$ cat src/rtl/muxbus_pkg.sv
// Package: shared types and helpers for the multiplexed bus controller.
// Assumes: nothing; it holds only types and a constant function.
package muxbus_pkg;

    // Phase of one external bus cycle.
    typedef enum logic [1:0] {
        PH_IDLE = 2'd0,
        PH_ADDR = 2'd1,
        PH_DATA = 2'd2,
        PH_TAIL = 2'd3
    } phase_t;

    // Largest of three phase lengths, used to size the phase counter.
    function automatic int longest3(input int a, input int b, input int c);
        int m;
        m = a;
        if (b > m) m = b;
        if (c > m) m = c;
        return m;
    endfunction

endpackage

$ cat src/rtl/muxbus_seq.sv
// Module: muxbus_seq
// Steps a bus cycle through the idle, address, data and tail phases. Each
// non-idle phase lasts its parameterised number of clocks. A request is
// taken only in idle.
// Assumes: every phase length is at least 1; reset is synchronous, active low.
module muxbus_seq
    import muxbus_pkg::*;
#(
    parameter int ADDR_CLKS = 2,
    parameter int DATA_CLKS = 3,
    parameter int TAIL_CLKS = 1
) (
    input  logic   clk,
    input  logic   rst_n,
    input  logic   req_valid,
    output logic   take,
    output phase_t phase,
    output logic   first,
    output logic   last
);

    localparam int LONGEST = longest3(ADDR_CLKS, DATA_CLKS, TAIL_CLKS);
    localparam int CNT_W   = (LONGEST < 2) ? 1 : $clog2(LONGEST);

    logic [CNT_W-1:0] cnt;
    logic [CNT_W-1:0] limit;

    // Pick the final count value of the current phase.
    always_comb begin
        unique case (phase)
            PH_ADDR: limit = CNT_W'(ADDR_CLKS - 1);
            PH_DATA: limit = CNT_W'(DATA_CLKS - 1);
            PH_TAIL: limit = CNT_W'(TAIL_CLKS - 1);
            default: limit = '0;
        endcase
    end

    assign take  = (phase == PH_IDLE) && req_valid;
    assign first = (cnt == '0);
    assign last  = (cnt == limit);

    // Advance the phase counter and move to the next phase on its final clock.
    always_ff @(posedge clk) begin
        if (!rst_n) begin
            phase <= PH_IDLE;
            cnt   <= '0;
        end else begin
            unique case (phase)
                PH_IDLE: begin
                    cnt <= '0;
                    if (req_valid) phase <= PH_ADDR;
                end
                PH_ADDR: begin
                    cnt <= last ? '0 : cnt + 1'b1;
                    if (last) phase <= PH_DATA;
                end
                PH_DATA: begin
                    cnt <= last ? '0 : cnt + 1'b1;
                    if (last) phase <= PH_TAIL;
                end
                default: begin
                    cnt <= last ? '0 : cnt + 1'b1;
                    if (last) phase <= PH_IDLE;
                end
            endcase
        end
    end

endmodule

$ cat src/rtl/muxbus_hold.sv
// Module: muxbus_hold
// Holds the accepted request for the whole bus cycle and captures the read
// byte from the shared port on the final data-phase clock.
// Assumes: take is high only in idle; bus_in is stable around the clock edge.
module muxbus_hold
    import muxbus_pkg::*;
#(
    parameter int ADDR_W = 16,
    parameter int DATA_W = 8
) (
    input  logic              clk,
    input  logic              rst_n,
    input  logic              take,
    input  logic [ADDR_W-1:0] req_addr,
    input  logic              req_prog,
    input  logic              req_write,
    input  logic [DATA_W-1:0] req_wdata,
    input  phase_t            phase,
    input  logic              last,
    input  logic [DATA_W-1:0] bus_in,
    output logic [ADDR_W-1:0] addr_q,
    output logic              prog_q,
    output logic              write_q,
    output logic [DATA_W-1:0] wdata_q,
    output logic [DATA_W-1:0] rdata_q
);

    // Latch the request fields at acceptance.
    always_ff @(posedge clk) begin
        if (!rst_n) begin
            addr_q  <= '1;
            prog_q  <= 1'b0;
            write_q <= 1'b0;
            wdata_q <= '0;
        end else if (take) begin
            addr_q  <= req_addr;
            prog_q  <= req_prog;
            write_q <= req_write;
            wdata_q <= req_wdata;
        end
    end

    // Capture the shared port at the edge that closes a read's data phase.
    always_ff @(posedge clk) begin
        if (!rst_n) begin
            rdata_q <= '0;
        end else if ((phase == PH_DATA) && last && !write_q) begin
            rdata_q <= bus_in;
        end
    end

endmodule

$ cat src/rtl/muxbus_pins.sv
// Module: muxbus_pins
// Decodes the external pin levels from the current phase and the held
// request. While reset is low, it forces the pins to their safe state.
// Assumes: the address is wider than the data port; outputs are combinational
// from registers and rst_n.
module muxbus_pins
    import muxbus_pkg::*;
#(
    parameter int ADDR_W = 16,
    parameter int DATA_W = 8
) (
    input  logic                     rst_n,
    input  phase_t                   phase,
    input  logic                     first,
    input  logic [ADDR_W-1:0]        addr_q,
    input  logic                     prog_q,
    input  logic                     write_q,
    input  logic [DATA_W-1:0]        wdata_q,
    output logic                     addr_latch,
    output logic                     prog_strb_n,
    output logic                     rd_strb_n,
    output logic                     wr_strb_n,
    output logic [DATA_W-1:0]        bus_out,
    output logic                     bus_oe,
    output logic [ADDR_W-DATA_W-1:0] addr_hi,
    output logic                     busy,
    output logic                     done
);

    // Set the pin levels for the current phase, with reset taking priority.
    always_comb begin
        addr_latch  = 1'b0;
        bus_oe      = 1'b0;
        bus_out     = '1;
        prog_strb_n = 1'b1;
        rd_strb_n   = 1'b1;
        wr_strb_n   = 1'b1;
        busy        = (phase != PH_IDLE);
        done        = 1'b0;
        if (!rst_n) begin
            addr_latch = 1'b1;
            bus_oe     = 1'b1;
            busy       = 1'b0;
        end else begin
            unique case (phase)
                PH_ADDR: begin
                    addr_latch = 1'b1;
                    bus_oe     = 1'b1;
                    bus_out    = addr_q[DATA_W-1:0];
                end
                PH_DATA: begin
                    if (write_q) begin
                        wr_strb_n = 1'b0;
                        bus_oe    = 1'b1;
                        bus_out   = wdata_q;
                    end else if (prog_q) begin
                        prog_strb_n = 1'b0;
                    end else begin
                        rd_strb_n = 1'b0;
                    end
                end
                PH_TAIL: begin
                    done = first;
                    if (write_q && first) begin
                        bus_oe  = 1'b1;
                        bus_out = wdata_q;
                    end
                end
                default: ;
            endcase
        end
    end

    // The high address port shows the held byte, or all ones in reset.
    assign addr_hi = rst_n ? addr_q[ADDR_W-1:DATA_W] : '1;

endmodule

$ cat src/rtl/muxbus_ctrl.sv
// Module: muxbus_ctrl (top)
// Runs fixed-length external bus cycles on a multiplexed low-address/data
// port, with a separate high-address port and latch, program, read and
// write strobes.
// Assumes: ADDR_W > DATA_W; phase lengths of at least 1 clock; the core
// waits for busy to be low before expecting a new request to be taken.
module muxbus_ctrl
    import muxbus_pkg::*;
#(
    parameter int ADDR_W    = 16,
    parameter int DATA_W    = 8,
    parameter int ADDR_CLKS = 2,
    parameter int DATA_CLKS = 3,
    parameter int TAIL_CLKS = 1
) (
    input  logic                     clk,
    input  logic                     rst_n,
    input  logic                     req_valid,
    input  logic [ADDR_W-1:0]        req_addr,
    input  logic                     req_prog,
    input  logic                     req_write,
    input  logic [DATA_W-1:0]        req_wdata,
    output logic                     busy,
    output logic                     done,
    output logic [DATA_W-1:0]        rdata,
    output logic                     addr_latch,
    output logic                     prog_strb_n,
    output logic                     rd_strb_n,
    output logic                     wr_strb_n,
    output logic [DATA_W-1:0]        bus_out,
    output logic                     bus_oe,
    input  logic [DATA_W-1:0]        bus_in,
    output logic [ADDR_W-DATA_W-1:0] addr_hi
);

    phase_t            phase;
    logic              take;
    logic              first;
    logic              last;
    logic [ADDR_W-1:0] addr_q;
    logic              prog_q;
    logic              write_q;
    logic [DATA_W-1:0] wdata_q;

    muxbus_seq #(
        .ADDR_CLKS (ADDR_CLKS),
        .DATA_CLKS (DATA_CLKS),
        .TAIL_CLKS (TAIL_CLKS)
    ) u_seq (
        .clk       (clk),
        .rst_n     (rst_n),
        .req_valid (req_valid),
        .take      (take),
        .phase     (phase),
        .first     (first),
        .last      (last)
    );

    muxbus_hold #(
        .ADDR_W (ADDR_W),
        .DATA_W (DATA_W)
    ) u_hold (
        .clk       (clk),
        .rst_n     (rst_n),
        .take      (take),
        .req_addr  (req_addr),
        .req_prog  (req_prog),
        .req_write (req_write),
        .req_wdata (req_wdata),
        .phase     (phase),
        .last      (last),
        .bus_in    (bus_in),
        .addr_q    (addr_q),
        .prog_q    (prog_q),
        .write_q   (write_q),
        .wdata_q   (wdata_q),
        .rdata_q   (rdata)
    );

    muxbus_pins #(
        .ADDR_W (ADDR_W),
        .DATA_W (DATA_W)
    ) u_pins (
        .rst_n       (rst_n),
        .phase       (phase),
        .first       (first),
        .addr_q      (addr_q),
        .prog_q      (prog_q),
        .write_q     (write_q),
        .wdata_q     (wdata_q),
        .addr_latch  (addr_latch),
        .prog_strb_n (prog_strb_n),
        .rd_strb_n   (rd_strb_n),
        .wr_strb_n   (wr_strb_n),
        .bus_out     (bus_out),
        .bus_oe      (bus_oe),
        .addr_hi     (addr_hi),
        .busy        (busy),
        .done        (done)
    );

endmodule

$ cat config.mk
export PLATFORM = sky130hd
export DESIGN_NAME = muxbus_ctrl
export DESIGN_NICKNAME = d
export VERILOG_FILES = /design/src/rtl/muxbus_pkg.sv /design/src/rtl/muxbus_seq.sv /design/src/rtl/muxbus_hold.sv /design/src/rtl/muxbus_pins.sv /design/src/rtl/muxbus_ctrl.sv
export SDC_FILE = /design/constraint.sdc
export NUM_CORES = 1
export LEC_CHECK = 0
export ABC_CLOCK_PERIOD_IN_PS = 3500
export BUFFER_PORTS_ARGS = -buffer_cell sky130_fd_sc_hd__buf_2
export CAP_MARGIN = 20
export CORE_ASPECT_RATIO = 1.25
export CORE_MARGIN = 5
export CORE_UTILIZATION = 45
export DETAILED_ROUTE_END_ITERATION = 6
export PLACE_DENSITY = 0.75
export SKIP_CTS_REPAIR_TIMING = 1
export SYNTH_ARGS = -nofsm -noshare
export SYNTH_HDL_FRONTEND = slang
export SYNTH_SLANG_ARGS = --single-unit
$ cat constraint.sdc
create_clock -name clk -period 3.5 [get_ports clk]
set_clock_uncertainty 0.05 [all_clocks]
set_input_delay 0.525 -clock clk [delete_from_list [all_inputs] [get_ports clk]]
set_output_delay 0.525 -clock clk [all_outputs]
set_load 0.01 [all_outputs]
==> summary.md <==
| Metric | Value |
|---|---|
| R2r startpoint | `u_seq.phase[1]` |
| Final period util | `73.62%` |
| Number of port buffers | `67` |
| Sequential share of power | `39.7%` |
| Setup_tns | `0 ns` |
| TritonRoute pass-1 iters | `4` |
| Starting Density | `46.33%` |
| Slew Viols, Final | `0` |
| Share of cells above drive strength 1 | `26.64%` |
| Data required time of the critical path | `around 2.9 ns` |
| Remaining DRCs | `0` |
| Yosys warns | `0` |
| # diodes | `0` |
| Most frequent cells in the layout | `68 x nand2_1, 67 x buf_2, 38 x dfxtp_1` |
| Cell count after placement | `321` |
| WL final | `4.168 mm` |
| Setup crit start | `u_seq.phase[1]` |
| Hold path start | `req_addr[7]` |
| Hold WS | `about 0.39 ns` |
| Static Leak | `1.015 nW` |
| Via density | `4.997` |
| Initial DRC count | `105` |
| Core area | `3754 sq um` |
| Clock Path Buffers | `2` |
| Area of the multi-input gates | `899.6 sq um` |
| Sw Pwr | `0.5475 mW` |
| DP HPWL | `3.066 mm` |
| Non-filler cells, final | `~330` |
| X dimension of the die | `roughly 66 microns` |
| PnR worst setup slack | `0.9234 ns` |
| Combinational Power Share | `roughly 40%` |
| Final Util | `between 50% and 60%` |
| Mapped Cells | `227` |
| Die area | `5216 sq um` |
| Hold WC Path Type | `input port to flop` |
| CTS tree | `built` |
| Crit path launch type | `flop` |
| Max Clk Rate | `just under 400 MHz` |
| ANT nets after route | `0` |
| Finished Cell Area | `2163 sq um` |
| Clock-pin slew on the worst setup and hold paths | `0.07 ns` |
| H-tree levels | `2` |
| Yosys top cell by area | `dfxtp_1` |
| Crit Path Class | `flop to output pin` |
| RSZ-0062 raised after global routing | `false` |
| Power density cells | `665.9 nW/um^2` |
| Share of flip-flops with an asynchronous set or reset | `0%` |
| Setup Viol. Count Final | `0` |
| Max Cap Viol | `0` |
| Area share of the largest cell type after synthesis | `43.74%` |
| Sequential cell area | `760.7 sq um` |
| Clock net sink count | `38` |
| First-pass GRT wire length | `7.182 mm` |
| Vias in the first global route | `1,650` |
| Clock root buffer | `clkbuf_8` |
| Tot Pwr | `1.440 mW` |
| Max IR drop VDD | `between 200 and 300 uV` |
| Internal | `0.8930 mW` |
| Synth cell types | `22` |
| Syn nets | `between 200 and 300` |
| Tmin final | `approximately 2.6 ns` |
| Initial antenna violation count | `0` |
| Seq/Total Area, Yosys | `between 40% and 50%` |
| Slew of the pin with the lowest slew margin | `0.8621 ns` |
| Vias | `roughly 1,600` |
| Slew margin rel. | `42.53%` |
| TritonCTS buffer count | `5` |
| Die Span Y | `79.51 microns` |
| Critical path peak fanout | `8` |
| Synthesis-to-layout area growth | `24.39%` |
| GPL Wtd Cong | `0.7735` |
| Synthesized cell area | `1739 sq um` |
| Ports | `68` |
| Arrival time of the worst setup path | `2.00 ns` |
| Nets | `about 330` |
| Site Rows | `25` |
| Synthesized area per cell | `7.662 sq um` |
| GRT Residual Overflow | `0` |
| Clock Latency Late Sink | `roughly 0.29 ns` |
| DP Worst Slack | `1.161 ns` |
| Outcome | `finished, final reports clean` |
| Primary FF master, synth | `dfxtp_1` |
| Clk pwr share | `a little over a fifth` |
| Commonest non-fill, non-tap cell in the layout | `nand2_1` |
| Number of enable flip-flop cells after synthesis | `0` |
| Synth Register Bits | `38` |
| Fill count | `~360` |
| Synth area leaders | `dfxtp_1 44%, nand2_1 15%, a21oi_1 5.8%` |
| Crit end category | `output pin` |
| GRT Util Overall | `17.69%` |
| Largest net degree at the start of global routing | `35` |
| Wirelength per Cell | `12.67 microns` |
| Final Hold Vio Count | `0` |
| Dpl cell area | `~2100 sq um` |
| Sw Ratio | `38.01%` |
==> worst max-delay path, cell delays in order (launching register included) <==
cell     delay [ns]
dfxtp_1        0.43
ha_1           0.24
inv_1          0.05
o21ai_0        0.59
o21ai_0        0.18
nand2_1        0.11
buf_2          0.13
==> final cells by class <==
class,instances,area share (%)
Sequential cell,38,35.16
Inverter,7,1.215
Multi-Input combinational cell,169,41.58
Clock inverter,1,0.2313
Clock buffer,7,3.991
Timing Repair Buffer,67,15.50
Tap cell,40,2.313
==> power groups by stage <==
stage	Combinational, mW	Clock, mW	Sequential, mW
5_1_grt	0.643	0.340	0.584
2_1_floorplan	0.421	0	0.567
4_1_cts	0.573	0.318	0.571
3_5_place_dp	0.568	0	0.580
3_3_place_gp	0.558	0	0.578
6_report	0.561	0.308	0.571
==> cells by family (layout without fill, tap and decap cells) <==
logic type	Yosys count	after routing	share of synthesized area (%)
adders and majority gates	6	6	4.316
buffers and inverters	20	82	4.532
AOI/OAI and AO/OA	33	33	10.29
xor gates and xnor gates	2	2	1.007
and+or+nand+nor	118	118	30.36
muxes	10	10	5.756
DFF	38	38	43.74
==> path summary, 6_finish.rpt <==
kind / to / slack (ns) / depth (start not counted)
worst max-delay path: bus_out[1] / 0.92 / 6
worst min-delay path: u_hold.addr_q[7] / 0.39 / 3
worst max register to register: u_hold.rdata_q[5] / 1.36 / 6
worst min register to register: u_hold.wdata_q[6] / 0.40 / 2
==> registers in the layout (all words and copies together), names as in the netlist <==
signal,count
u_seq.phase,2
u_hold.addr_q,16
u_hold.prog_q,1
u_hold.wdata_q,8
u_seq.cnt,2
u_hold.rdata_q,8
u_hold.write_q,1
==> routing by layer <==
metal  up-vias  track usage (%)  wire [microns]
li1        856                -               -
met1       741            19.72            1792
met2        41            30.50            2031
met3         6            6.197             276
met4         0            6.846              68
met5         -                0               0
==> cells in the mapped netlist, types with 3 or more instances <==
master    number
o21ai_0       10
nand2_1       68
nand3_1       17
inv_1          6
nand2b_1      14
dfxtp_1       38
buf_2          3
ha_1           6
mux2i_1       10
nor2_1        11
a21oi_1       20
clkbuf_1      10
Note: power is estimated with default switching activity, not from simulation.
